==> src/rtl/clkdiv_pkg.sv <==
package clkdiv_pkg;

  localparam int RATE_W = 2;

  localparam logic [RATE_W-1:0] RATE_FS  = 2'b00;
  localparam logic [RATE_W-1:0] RATE_2FS = 2'b01;

  typedef struct packed {
    logic dbl;       // oscillator runs at twice the symbol rate
    logic adc_slow;  // ADC strobe held to symbol rate
    logic adc_align; // ADC edge aligned with symbol edge
  } div_cfg_t;

  localparam div_cfg_t CFG_RESET = '{dbl: 1'b0, adc_slow: 1'b1, adc_align: 1'b1};

endpackage

==> src/rtl/clkdiv_cfg_latch.sv <==
module clkdiv_cfg_latch
  import clkdiv_pkg::*;
#(
  parameter int W = RATE_W
) (
  input  logic           clk,
  input  logic           rst,
  input  logic           load,
  input  logic [W-1:0]   rate_in,
  input  logic           slow_in,
  input  logic           align_in,
  output div_cfg_t       cfg_q
);

  localparam logic [W-1:0] DBL_CODE = W'(RATE_2FS);

  div_cfg_t cfg_d;

  always_comb begin
    cfg_d           = cfg_q;
    if (load) begin
      cfg_d.dbl       = (rate_in == DBL_CODE);
      cfg_d.adc_slow  = slow_in;
      cfg_d.adc_align = align_in;
    end
  end

  always_ff @(posedge clk) begin
    if (rst) cfg_q <= CFG_RESET;
    else     cfg_q <= cfg_d;
  end


  cfg_hold_chk: assert property (@(posedge clk) disable iff (rst)
    !load |=> $stable(cfg_q));

endmodule

==> src/rtl/clkdiv_phase_gen.sv <==
module clkdiv_phase_gen
  import clkdiv_pkg::*;
(
  input  logic     clk,
  input  logic     rst,
  input  div_cfg_t cfg,
  output logic     boundary,
  output logic     sym_q,
  output logic     adc_q
);

  logic ph;
  logic ph_d, sym_d, adc_d;

  always_comb begin
    if (cfg.dbl) begin
      ph_d  = ~ph;
      sym_d = ~ph;
      if (!cfg.adc_slow)      adc_d = 1'b1;
      else if (cfg.adc_align) adc_d = ~ph;
      else                    adc_d = ph;
    end else begin
      ph_d  = 1'b1;
      sym_d = 1'b1;
      adc_d = 1'b1;
    end
  end

  assign boundary = sym_d;

  always_ff @(posedge clk) begin
    if (rst) begin
      ph    <= 1'b1;
      sym_q <= 1'b0;
      adc_q <= 1'b0;
    end else begin
      ph    <= ph_d;
      sym_q <= sym_d;
      adc_q <= adc_d;
    end
  end


  no_double_sym_chk: assert property (@(posedge clk) disable iff (rst)
    (cfg.dbl && sym_q) |=> !sym_q);


  fs_every_cycle_chk: assert property (@(posedge clk) disable iff (rst)
    !cfg.dbl |=> (sym_q && adc_q));


  adc_fast_chk: assert property (@(posedge clk) disable iff (rst)
    (cfg.dbl && !cfg.adc_slow) |=> adc_q);


  adc_aligned_chk: assert property (@(posedge clk) disable iff (rst)
    (cfg.dbl && cfg.adc_slow && cfg.adc_align) |=> (adc_q == sym_q));


  adc_opposite_chk: assert property (@(posedge clk) disable iff (rst)
    (cfg.dbl && cfg.adc_slow && !cfg.adc_align) |=> (adc_q != sym_q));

endmodule

==> src/rtl/clkdiv_sym_adc.sv <==
module clkdiv_sym_adc
  import clkdiv_pkg::*;
(
  input  logic              clk,
  input  logic              rst,
  input  logic [RATE_W-1:0] osc_rate,
  input  logic              adc_at_sym,
  input  logic              adc_in_phase,
  output logic              sym_en,
  output logic              adc_en
);

  div_cfg_t cfg;
  logic     boundary;

  clkdiv_cfg_latch #(.W(RATE_W)) u_cfg (
    .clk      (clk),
    .rst      (rst),
    .load     (boundary),
    .rate_in  (osc_rate),
    .slow_in  (adc_at_sym),
    .align_in (adc_in_phase),
    .cfg_q    (cfg)
  );

  clkdiv_phase_gen u_gen (
    .clk      (clk),
    .rst      (rst),
    .cfg      (cfg),
    .boundary (boundary),
    .sym_q    (sym_en),
    .adc_q    (adc_en)
  );


  cfg_on_boundary_chk: assert property (@(posedge clk) disable iff (rst)
    !$stable(cfg) |-> sym_en);


  reset_quiet_chk: assert property (@(posedge clk)
    rst |=> (!sym_en && !adc_en));

endmodule

==> config.mk <==
export PLATFORM = sky130hd
export DESIGN_NAME = clkdiv_sym_adc
export DESIGN_NICKNAME = d
export VERILOG_FILES = /design/src/rtl/clkdiv_pkg.sv /design/src/rtl/clkdiv_cfg_latch.sv /design/src/rtl/clkdiv_phase_gen.sv /design/src/rtl/clkdiv_sym_adc.sv
export SDC_FILE = /design/constraint.sdc
export NUM_CORES = 1
export LEC_CHECK = 0
export ABC_CLOCK_PERIOD_IN_PS = 800
export BUFFER_PORTS_ARGS = -buffer_cell sky130_fd_sc_hd__buf_4
export CORE_AREA = 2 2 39 41
export CTS_CLUSTER_SIZE = 10
export DETAILED_ROUTE_END_ITERATION = 10
export DIE_AREA = 0 0 41 43
export HOLD_SLACK_MARGIN = 0.08
export SYNTH_ARGS = -nofsm -noshare
export SYNTH_HDL_FRONTEND = slang
export SYNTH_SLANG_ARGS = --single-unit
==> constraint.sdc <==
create_clock -name clk -period 0.8 [get_ports clk]
set_input_delay 0.04 -clock clk [delete_from_list [all_inputs] [get_ports clk]]
set_output_delay 0.04 -clock clk [all_outputs]
set_load 0.02 [all_outputs]
==> Word-level counts from Yosys, hierarchy flattened <==
Cells that the tools add are included.
{ "op_classes": {"n_eq_ne": 1, "n_shift": 0, "n_addsub": 0, "n_lt_le_gt_ge": 0, "mul": 0, "n_bitwise": 1, "muxes": 4, "div": 0, "n_reduce_logical": 0} }
{ "op_table": {"columns": ["operator", "n"], "rows": [
  ["$mux 1", 4],
  ["$eq 2x1->1 const B", 1],
  ["$not 1->1", 1]
]} }
{ "totals": {"wordCells": 12, "inputBits": 6, "mem_count": 0, "mem_bits_ro": 0, "regBits": 6, "latch_bits": 0, "ramBits": 0} }

==> Longest topological paths before layout <==
Gate-level depths: netlist (run 1).
{ "depth": {"word_depth": 4, "depth_mapped": 2, "depth_no_buf": 2} }

==> Modules after synthesis <==
A second synthesis (run 1) with hierarchy kept.
{ "unflattened": {"cells_unflattened": 18, "area_unflattened_um2": 198.9} }
{ "modules_own_cells": {"columns": ["mod", "seq_area_each_um2", "area_per_inst_um2", "n_inst", "cells_per_inst"], "rows": [
  ["clkdiv_cfg_latch", 60.1, 108.9, 1, 10],
  ["clkdiv_phase_gen", 60.1, 90.1, 1, 8]
]} }

==> Worst setup path before layout (run 1) <==
No wires, ideal clock.
{ "synth_path": {"path_kind": "reg2reg", "start": "register u_gen.ph", "end": "register u_cfg.cfg_q[0] (netlist name)", "n_path_buf": 0, "period_less_slack_ns": 0.866, "arrival_ns": 0.747, "t_required_ns": 0.680, "slack_ns": -0.066, "stages_incl_launch_ff": 3, "cell_sequence": "dfxtp_1 -> and3_1 -> a211o_1"} }
{ "synth_via": {"elab_chain_cells": 2} }
{ "synth_rtl": {"columns": ["element", "line_no", "source"], "rows": [
  ["start, declared", "clkdiv_phase_gen.sv:12", "logic ph;"],
  ["start signal, assigned", "clkdiv_phase_gen.sv:37", "ph <= ph_d;"],
  ["$not 1->1", "clkdiv_phase_gen.sv:18", "sym_d = ~ph;"],
  ["$mux 1", "clkdiv_phase_gen.sv:16", "if (cfg.dbl) begin"],
  ["end signal, assigned", "clkdiv_cfg_latch.sv:30", "else cfg_q <= cfg_d;"],
  ["end, declared", "clkdiv_cfg_latch.sv:12", "output div_cfg_t cfg_q"]
]} }
Every way passes these cells.
A chain may end at the register's enable or synchronous reset.

==> Worst setup path in the final report (run 1) <==
{ "layout_path": {"start": "register u_gen.ph", "end": "register u_cfg.cfg_q[1] (netlist name)"} }
The elaborated chain is that of the path after synthesis.

==> summary.md, run 1 <==
| Metric | Value |
|---|---|
| CTS Buffer Depth | 2 |
| Total global-route track usage | 5.53% |
| Status | complete, but fails checks |
| Worst-path cell chain | and3_1 > a211o_1 |
| Die W | 41 um |
| Number of global-route vias before repair | 158 |
| Storage element area | 123 sq um |
| Power Density | 2140 mW/mm^2 |
| Remaining antenna violation count | 0 |
| Drt total wl | 366 um |
| Unrepaired setup endpoints after global routing | true |
| Crit-path max FO | 5 |
| Clk pin slew, worst setup/hold paths | 0.05 ns |
| Failing checks | negative hold slack, negative setup slack |
| Clk_skew | 0.00496 ns |
| Pins over their slew limit | 0 |
| Seq cells post-synth | 6 |
| Synth top area share | 61.9% |
| Crit-path slowest cell | dfxtp_2 |
| ANT cells | 0 |
| Pre-Repair DR Iteration Count | 3 |
| Buf/Inv on CP | 0 |
| DR vias/cell | 3.74 |
| Max_cap viols | 0 |
| Global-route wire length before repair | 552 um |
| Setup crit start kind | flip-flop |
| Final worst path period need | 0.816 ns |
| CTS buffer count | 3 |
| Yosys warns | 0 |
| Synthesized cell area | 194 sq um |
| Worst-Margin Slew | 0.115 ns |
| Largest net degree at the start of global routing | 7 |
| NumNets Final | 39 |
| Area occupied by multi-input gates | 81.3 sq um |
| Drt drc | 0 |
| Root Buffer | clkbuf_4 |
| Clk_lat worst skew | 0.24 ns |
| Fmax | 1.23 GHz |
| Final Hold Vio Count | 1 |
| Placement row count | 14 |
| Placed cells | 43 |
| # fillers | 154 |
| Period utilization | 102% |
| Hold Slack | -0.00391 ns |
| Netlist cell types | 9 |
| Final Instance Count excl. Fillers | 47 |
| Number of vias in the routed layout | 176 |
| Syn avg cell area | 11.4 sq um |
| Cell taking the most area after synthesis | dfxtp_1 |
| Critical path's top delay family | flip-flops |
| R2r setup slk | -0.02 ns |
| Die area | 0.00176 sq mm |
| Chip height | 43 um |
| Area contributors post-synth | dfxtp_1, a211o_1, and3_1 |
| Crit Path Class | reg2reg |
| Max_slew headroom | 92.3% |
| H-tree depth | 1 |
| Crit path arrival time | 0.95 ns |
| Post-synthesis sequential area ratio | 61.9% |
| Initial antenna violation count | 0 |
| Largest stage delay on the critical path | 0.33 ns |
| Port bufs | 7 |
| Ports | 8 |
| Core area | 0.00138 sq mm |
| Worst Path Required | 0.93 ns |
| CTS tree | done |
| Class of the worst hold path | in2reg |
| Grt total ovfl | 0 |
| Critical Path End Type | flip-flop |
| Avg WL per Cell | 7.79 um |
| Share of post-route cells with drive strength above 1 | 61.3% |
| Routability congestion estimate | 0.710 |
| Setup ws final | -0.0162 ns |
| Clock Sinks | 6 |
| Syn nets | 23 |
| Initial DRC count | 5 |
| Initial core utilization | 14.0% |
| Pleak | 0.000148 uW |
| Area grow syn2layout | 69.7% |
| Setup-failing EPs final | 2 |
| Syn Inst Count | 17 |
| Peak supply drop | 0.00107 V |
| Fin Setup TNS | -0.0280 ns |
worst paths after layout:
check	endpoint	depth (start not counted)	start
max	u_cfg.cfg_q[1]$_SDFFE_PP1P_	2	u_gen.ph$_SDFF_PP1_
min	u_cfg.cfg_q[2]$_SDFFE_PP0P_	2	rst
max reg2reg	u_cfg.cfg_q[1]$_SDFFE_PP1P_	2	u_gen.ph$_SDFF_PP1_
min reg2reg	u_gen.adc_q$_SDFF_PP0_	1	u_cfg.cfg_q[1]$_SDFFE_PP1P_
power by group:
part / switching [uW] / internal, uW / leakage [uW] / total, uW
logic: 35.5 / 63.8 / 0.0000844 / 99.2
registers: 12.3 / 324 / 0.0000500 / 336
clock network: 101 / 169 / 0.0000138 / 270
total: 149 / 556 / 0.000148 / 706
layout by cell type, fill, tap and decap left out:
| cell | count |
|---|---|
| buf_4 | 11 |
| dfxtp_1 | 4 |
| clkbuf_4 | 3 |
| a211o_1 | 2 |
| a21oi_1 | 2 |
| dfxtp_2 | 2 |
| nand2_2 | 1 |
| and3_4 | 1 |
| and3_1 | 1 |
| nand2b_1 | 1 |
| xnor2_1 | 1 |
| a31oi_1 | 1 |
| or2_4 | 1 |
through the flow:
| step | setup slack [ns] | total power, uW | cell area, sq um | util [%] |
|---|---|---|---|---|
| floorplan | 0.00275 | 378 | 196 | - |
| global placement | -0.0150 | 430 | 292 | 21.1 |
| detailed placement | -0.0242 | 431 | 292 | 21.1 |
| CTS | -0.0157 | 725 | 329 | 23.8 |
| global route | -0.0333 | 749 | 329 | 23.8 |
| finish | -0.0162 | 706 | 329 | 23.8 |
synthesized netlist by cell type:
library cell	count
and3_1	2
dfxtp_1	6
a31oi_1	1
xnor2_1	1
nand2b_1	1
or2_2	1
a21oi_1	2
a211o_1	2
nand2_2	1
timing repair:
item | 4_1_cts | 5_1_grt
buffers inserted | 1 | 0
hold endpoints to repair | 6 | 6
endpoints found under the setup margin | 3 | 3
pin swaps | 4 | 0
gates resized for setup | 2 | 0
cells by family (layout without fill, tap and decap cells):
| logic type | after synthesis | count (layout) | synth area share (%) |
|---|---|---|---|
| AO/OA/AOI/OAI | 5 | 5 | 17.4 |
| flip-flops | 6 | 6 | 61.9 |
| buffers and inverters | 0 | 14 | 0 |
| AND/OR/NAND/NOR | 5 | 5 | 16.1 |
| XOR/XNOR | 1 | 1 | 4.52 |
layout make-up:
| cell class | count | share of cell area, % |
|---|---|---|
| clock buffer | 3 | 6.84 |
| multi-input combinational | 11 | 24.7 |
| sequential | 6 | 37.3 |
| tap | 16 | 6.08 |
| timing repair buffer | 11 | 25.1 |
registers in the layout, summed over array words and instances, names as in the netlist:
signal       flops
u_gen.sym_q      1
u_gen.ph         1
u_cfg.cfg_q      3
u_gen.adc_q      1
layer usage:
layer	vias to the layer above	wire length [um]	track usage, %
li1	89	-	-
met1	77	145	4.19
met2	10	163	6.56
met3	0	57	7.85
met4	0	0	4.00
met5	-	0	0
(Power assumes the default switching activity.)
==> run 2, diff against run 1 <==
--- a/config.mk
+++ b/config.mk
@@ -12,6 +12,8 @@
 export DETAILED_ROUTE_END_ITERATION = 10
 export DIE_AREA = 0 0 41 43
 export HOLD_SLACK_MARGIN = 0.08
+export PLACE_DENSITY_LB_ADDON = 0.3
 export SYNTH_ARGS = -nofsm -noshare
 export SYNTH_HDL_FRONTEND = slang
+export SYNTH_HIERARCHICAL = 1
 export SYNTH_SLANG_ARGS = --single-unit
==> run 2 against run 1 <==
The run still ends with negative hold slack, negative setup slack left. Maximum frequency grew 1.5%. Setup slack gained 0.012 ns. Cell count shrank 2.1%. Largest cell class unchanged. Critical path type unchanged. Via count shrank 2.8%. Flip-flop and latch count is the same. Worst hold slack lost 0.0062 ns. Non-clock buffer count shrank 2. Die area is the same. Design area shrank 2.3%. Clock power grew 2%.
==> summary.md, run 2 <==
| Metric | Value |
|---|---|
| Power Density | 2110 mW/mm^2 (-1.7%) |
| Share of post-route cells with drive strength above 1 | 50.0% (-11 points) |
| Buf/Inv on CP | 1 (+1) |
| Top sig layer | met3 |
| Number of global-route vias before repair | 150 (-5.1%) |
| Synth top area share | 60.4% (-1.6 points) |
| Failing checks | negative hold slack, negative setup slack |
| Crit-path max FO | 2 (-3) |
| Die area | 0.00176 sq mm (unchanged) |
| Post-synth ARST share | 0% (unchanged) |
| Clock power share | 40.5% (+2.2 points) |
| Period utilization | 100% (-1.5 points) |
| Metal3 WL | 75 um (+32%) |
| Worst-path cell chain | buf_4 > xnor2_1 > a31oi_1 |
| Critical Path End Type | flip-flop |
| Pre-Repair DR Iteration Count | 4 (+1) |
| Cell taking the most area after synthesis | dfxtp_1 |
| Remaining antenna violation count | 0 (unchanged) |
| Ports | 8 (unchanged) |
| Number of flip-flops in the largest register | 3 (unchanged) |
| Crit Path Class | reg2reg |
| Ys flop type | dfxtp_1 |
| Clk_lat worst skew | 0.24 ns (about the same) |
| Final Hold Vio Count | 3 (+2) |
| Met1 Wirelength | 170 um (+17%) |
| Setup-failing EPs final | 2 (unchanged) |
| Chip height | 43 um (unchanged) |
| Die W | 41 um (unchanged) |
| Class of the worst hold path | in2reg |
| Number of vias in the routed layout | 171 (-2.8%) |
| Crit path arrival time | 0.97 ns (+0.02 ns) |
| Yosys warns | 6 (+6) |
| CTS tree | done |
| Crit-path slowest cell | dfxtp_4 |
| Unrepaired setup endpoints after global routing | true |
| Pleak | 0.000134 uW (-9.8%) |
| Post-synth top cells | dfxtp_1, a211o_1, a21oi_1, nor2b_1 |
| Area contributors post-synth | dfxtp_1, a211o_1, nor2b_1 |
| Max_slew headroom | 92.3% (about the same) |
| Top-count cell post-synth | dfxtp_1 |
| Synthesized cell area | 199 sq um (+2.6%) |
| Syn nets | 24 (+4.3%) |
| Area grow syn2layout | 61.6% |
| Fin Setup TNS | -0.00482 ns (+0.0232 ns) |
| Post-synthesis sequential area ratio | 60.4% (-1.6 points) |
| Drt total wl | 401 um (+9.6%) |
| ANT cells | 0 (unchanged) |
| Fmax | 1.24 GHz (+1.5%) |
| NumNets Final | 38 (-2.6%) |
| Sequential power share | 48.1% (+0.5 points) |
| CTS buffer count | 3 (unchanged) |
| Syn Inst Count | 18 (+1) |
| Setup ws final | -0.00384 ns (+0.0124 ns) |
| Initial DRC count | 2 (-3) |
| Drt drc | 0 (unchanged) |
| Total power | 678 uW (-3.9%) |
| Pins over their slew limit | 0 (unchanged) |
| Largest stage delay on the critical path | 0.34 ns (about the same) |
| Commonest non-fill, non-tap cell in the layout | buf_4 |
| Core area | 0.00138 sq mm (unchanged) |
| Pint | 533 uW (-4.3%) |
| Initial antenna violation count | 0 (unchanged) |
| Clock Sinks | 6 (unchanged) |
| Grt total ovfl | 0 (unchanged) |
| Worst Path Required | 0.97 ns (+0.04 ns) |
| Switch Pwr | 145 uW (-2.7%) |
| Critical path's top delay family | flip-flops |
| Avg WL per Cell | 8.72 um (+12%) |
| Routability congestion estimate | 0.677 (-4.7%) |
| Syn avg cell area | 11.1 sq um (-3.1%) |
| Post-DP Area | 284 sq um (-2.6%) |
| Root Buffer | clkbuf_4 |
| Hold Slack | -0.0101 ns (-0.00616 ns) |
| Status | complete, but fails checks |
| Setup crit start kind | flip-flop |
| Clk_skew | 0.000443 ns (-0.00452 ns) |
| Placement row count | 14 (unchanged) |
| Global-route wire length before repair | 600 um (+8.7%) |
| DR vias/cell | 3.72 (-0.73%) |
| Worst-Margin Slew | 0.115 ns (-0.000636 ns) |
| Fin area | 322 sq um (-2.3%) |
| Peak supply drop | 0.000854 V (-20%) |
| H-tree depth | 1 (unchanged) |
| Clk pin slew, worst setup/hold paths | 0.04 ns (about the same) |
| Net Sw Frac | 21.4% (+0.27 points) |
| Netlist cell types | 10 (+1) |
| Port bufs | 7 (unchanged) |
| Leading cell types in the layout, fill and taps excluded | buf_4, dfxtp_1, clkbuf_4 |
| Final worst path period need | 0.804 ns (-0.0124 ns) |
| EDFF count, synth | 0 (unchanged) |
| Largest net degree at the start of global routing | 8 (+1) |
| Seq cells post-synth | 6 (unchanged) |
| Total global-route track usage | 5.84% (+0.31 points) |
| Initial core utilization | 14.4% (+0.36 points) |
| Met2 wire len | 155 um (-4.9%) |
| Worst slack, placed | -0.0296 ns (-0.00538 ns) |
| Top reg by flops | u_cfg/cfg_q |
| Comb pwr share | 11.4% (-2.7 points) |
| CTS Buffer Depth | 2 (unchanged) |
| Max_cap viols | 0 (unchanged) |
-- run 2: power by group through the flow --
stage	clock [uW]	sequential [uW]	combinational, uW
finish	275	326	77.0
global route	315	327	84.8
CTS	289	330	74.7
detailed placement	0	334	73.6
global placement	0	333	72.4
floorplan	0	342	25.2
-- run 2: per-stage QoR --
step / hold slack (ns) / util, % / std cells
after floorplan: 0.102 / - / 18
after global placement: 0.233 / 20.5 / 42
after detailed placement: 0.241 / 20.5 / 42
after CTS: -0.0186 / 22.5 / 45
after global routing: -0.00923 / 23.2 / 46
final: -0.0101 / 23.2 / 46
-- run 2: layout make-up --
class,instances,area (sq um)
clock buffer,3,22.5
fill,155,1060
multi-input combinational,12,86.3
sequential,6,125
tap,16,20.0
timing repair buffer,9,67.6
-- run 2: cell families (layout without fill, tap and decap cells) --
group | Yosys count | count (layout) | synth area share (%)
buffers and inverters | 0 | 12 | 0
AOI/OAI and AO/OA | 5 | 5 | 17.0
and+or+nand+nor | 6 | 6 | 18.2
xor gates and xnor gates | 1 | 1 | 4.40
DFF | 6 | 6 | 60.4
-- run 2: per-layer routing --
metal,GRT usage [%],vias to the layer above
li1,-,88
met1,7.14,72
met3,7.85,0
met4,4.00,0
met2,4.69,11
met5,0,-
-- run 2: final timing paths --
check	startpoint	endpoint	slack (ns)	cells past startpoint
worst min register to register	u_cfg/cfg_q[1]$_SDFFE_PP1P_	u_gen/adc_q$_SDFF_PP0_	0.44	1
worst min-delay path	rst	u_cfg/cfg_q[2]$_SDFFE_PP0P_	-0.01	2
worst max register to register	u_gen/ph$_SDFF_PP1_	u_gen/adc_q$_SDFF_PP0_	-0.004	3
worst max-delay path	u_gen/ph$_SDFF_PP1_	u_gen/adc_q$_SDFF_PP0_	-0.004	3
-- run 2: what timing repair did --
item / CTS / global route
cloned: 0 / 0
setup buffers: 0 / 1
gates resized for setup: 1 / 1
hold endpoints to repair: 6 / 6
endpoints found under the setup margin: 2 / 3
==> run 3, diff against run 2 <==
--- a/config.mk
+++ b/config.mk
@@ -5,7 +5,7 @@
 export SDC_FILE = /design/constraint.sdc
 export NUM_CORES = 1
 export LEC_CHECK = 0
-export ABC_CLOCK_PERIOD_IN_PS = 800
+export ABC_CLOCK_PERIOD_IN_PS = 1050
 export BUFFER_PORTS_ARGS = -buffer_cell sky130_fd_sc_hd__buf_4
 export CORE_AREA = 2 2 39 41
 export CTS_CLUSTER_SIZE = 10
==> constraint.sdc (replaced) <==
create_clock -name clk -period 1.05 [get_ports clk]
set_input_delay 0.105 -clock clk [delete_from_list [all_inputs] [get_ports clk]]
set_output_delay 0.105 -clock clk [all_outputs]
set_load 0.02 [all_outputs]
==> run 3 against run 2 <==
The run now ends clean. Wire length fell by 13%. Sequential share of layout area fell by 1.8 points. Global-route usage fell by 0.40 points. Clock skew barely moved. Sequential power fell by 23%. Critical path depth did not move. Die area did not move. Core utilization rose by 0.18 points. Design area rose by 0.78%. Setup slack improved by 0.13 ns. Flip-flop and latch count did not move. Clock-buffer cell count did not move. Critical path type is now in2reg. Highest routed layer is now met4.
==> summary.md, run 3 (synthesis results as in run 2) <==
| Metric | Value |
|---|---|
| Core area | 0.00138 sq mm (unchanged) |
| Fmax | 1.08 GHz |
| CTS Buffer Depth | 2 (unchanged) |
| Final core utilization | 23.4% (+0.18 points) |
| Final Instance Count excl. Fillers | 47 (+2.2%) |
| Class of the worst hold path | in2reg |
| Sequential power share | 48.8% (+0.7 points) |
| Top reg by flops | u_cfg/cfg_q |
| Comb pwr share | 11.9% (+0.5 points) |
| Ports | 8 (unchanged) |
| Reg-to-reg startpoint | u_cfg/cfg_q[2]$_SDFFE_PP0P_ |
| Pint | 410 uW (-23%) |
| Avg WL per Cell | 7.45 um (-15%) |
| Root Buffer | clkbuf_4 |
| Remaining antenna violation count | 0 (unchanged) |
| Fin Setup TNS | 0 ns (+0.00482 ns) |
| Period utilization | 88.4% |
| Peak supply drop | 0.000829 V (-3.0%) |
| Setup crit end | u_cfg/cfg_q[1]$_SDFFE_PP1P_ |
| R2r setup slk | 0.14 ns (+0.14 ns) |
| Area grow syn2layout | 62.9% |
| Net Sw Frac | 19.9% (-1.5 points) |
| Placed cells | 41 (-2.4%) |
| Final worst path period need | 0.928 ns |
| Max_cap viols | 0 (unchanged) |
| Commonest non-fill, non-tap cell in the layout | buf_4 |
| CP startpoint | rst |
| Routability congestion estimate | 0.657 (-2.9%) |
| Crit path arrival time | 1.05 ns (+0.08 ns) |
| Total power | 511 uW (-25%) |
| DR vias/cell | 3.45 (-7.3%) |
| Worst Path Required | 1.17 ns (+0.20 ns) |
| Placement row count | 14 (unchanged) |
| CTS buffer count | 3 (unchanged) |
| # fillers | 153 (-1.3%) |
| Unrepaired setup endpoints after global routing | false |
| Total global-route track usage | 5.44% (-0.40 points) |
| Worst R2R End | u_cfg/cfg_q[1]$_SDFFE_PP1P_ |
| Initial DRC count | 2 (unchanged) |
| Worst-Margin Slew | 0.198 ns (+0.0831 ns) |
| Drt total wl | 350 um (-13%) |
| Pleak | 0.000134 uW (+0.56%) |
| Number of flip-flops in the largest register | 3 (unchanged) |
| Critical Path End Type | flip-flop |
| Die W | 41 um (unchanged) |
| Leading cell types in the layout, fill and taps excluded | buf_4, dfxtp_1, clkbuf_4, dlygate4sd3_1 |
| Crit Path Class | in2reg |
| Number of global-route vias before repair | 150 (unchanged) |
| H-tree depth | 1 (unchanged) |
| Chip height | 43 um (unchanged) |
| Setup-failing EPs final | 0 (-2) |
| Crit-path max FO | 6 (+4) |
| Global-route wire length before repair | 565 um (-5.8%) |
| Pre-Repair DR Iteration Count | 2 (-2) |
| Post-cts sizing count | 0 (-1) |
| Clock Sinks | 6 (unchanged) |
| Clk_lat worst skew | 0.23 ns (about the same) |
| Grt total ovfl | 0 (unchanged) |
| Largest net degree at the start of global routing | 8 (unchanged) |
| Number of vias in the routed layout | 162 (-5.3%) |
| NumNets Final | 39 (+2.6%) |
| Crit-path slowest cell | dlygate4sd3_1 |
| Clock power share | 39.3% (-1.2 points) |
| Largest stage delay on the critical path | 0.53 ns (+0.19 ns) |
| Clk pin slew, worst setup/hold paths | 0.04 ns (about the same) |
| Final Hold Vio Count | 0 (-3) |
| Share of post-route cells with drive strength above 1 | 32.3% (-18 points) |
| Clk_skew | 0.0000819 ns (-0.000361 ns) |
| Worst-path cell chain | dlygate4sd3_1 > buf_4 > a211o_1 |
| Drt drc | 0 (unchanged) |
| Die area | 0.00176 sq mm (unchanged) |
| Initial antenna violation count | 0 (unchanged) |
| ANT cells | 0 (unchanged) |
| Switch Pwr | 102 uW (-30%) |
| Setup crit start kind | input pin |
| Pins over their slew limit | 0 (unchanged) |
| Power Density | 1580 mW/mm^2 (-25%) |
| FF-to-FF path depth | 2 (-1) |
| CTS tree | done |
| Port bufs | 7 (unchanged) |
| Storage element area | 120 sq um (-4.0%) |
| Area occupied by multi-input gates | 78.8 sq um (-8.7%) |
| Initial core utilization | 14.4% (unchanged) |
| Status | complete, no violations |
| Max_slew headroom | 86.8% (-5.5 points) |
==> run 3: layout make-up <==
cell class / count / area share [%]
Tap cell: 16 / 6.18
Sequential cell: 6 / 37.1
Timing Repair Buffer: 10 / 25.5
Clock buffer: 3 / 6.95
Multi-Input combinational cell: 12 / 24.3
==> run 3: worst min-delay path by stage <==
stage                      from                          end  cells past startpoint
finish              osc_rate[1]  u_cfg/cfg_q[2]$_SDFFE_PP0P_                      3
global placement            rst  u_cfg/cfg_q[2]$_SDFFE_PP0P_                      2
detailed placement          rst  u_cfg/cfg_q[2]$_SDFFE_PP0P_                      2
global route        osc_rate[1]  u_cfg/cfg_q[2]$_SDFFE_PP0P_                      3
CTS                 osc_rate[1]  u_cfg/cfg_q[2]$_SDFFE_PP0P_                      3
floorplan                   rst  u_cfg/cfg_q[2]$_SDFFE_PP0P_                      1
==> run 3: critical path, delay by kind of cell <==
family / cells / cell delay (ns)
buf+inv: 2 / 0.68
compound gates: 1 / 0.26
==> run 3: what timing repair did <==
item,CTS,global route
hold buffers,3,0
endpoints found under the hold margin,5,0
buffers inserted,0,0
==> run 3: per-stage QoR <==
stage               hold WS (ns)  setup slack, ns  area (sq um)
floorplan                  0.174            0.212           199
global placement           0.306            0.171           272
detailed placement         0.311            0.142           272
CTS                        0.133            0.128           324
global route               0.133           0.0767           324
finish                     0.140            0.122           324
==> run 3: power by group through the flow <==
stage          clock [uW]  sequential [uW]  combinational [uW]
2_1_floorplan           0              259                18.7
3_3_place_gp            0              253                51.3
3_5_place_dp            0              254                52.6
4_1_cts               213              250                61.3
5_1_grt               235              251                65.9
6_report              201              250                60.8
==> run 3: metal layers <==
| layer | routed length [um] | share of wire, % | global-route usage [%] |
|---|---|---|---|
| met1 | 194 | 55 | 6.17 |
| met2 | 107 | 31 | 5.31 |
| met3 | 43 | 12 | 7.85 |
| met4 | 5 | 1.4 | 2.00 |
| met5 | 0 | 0 | 0 |
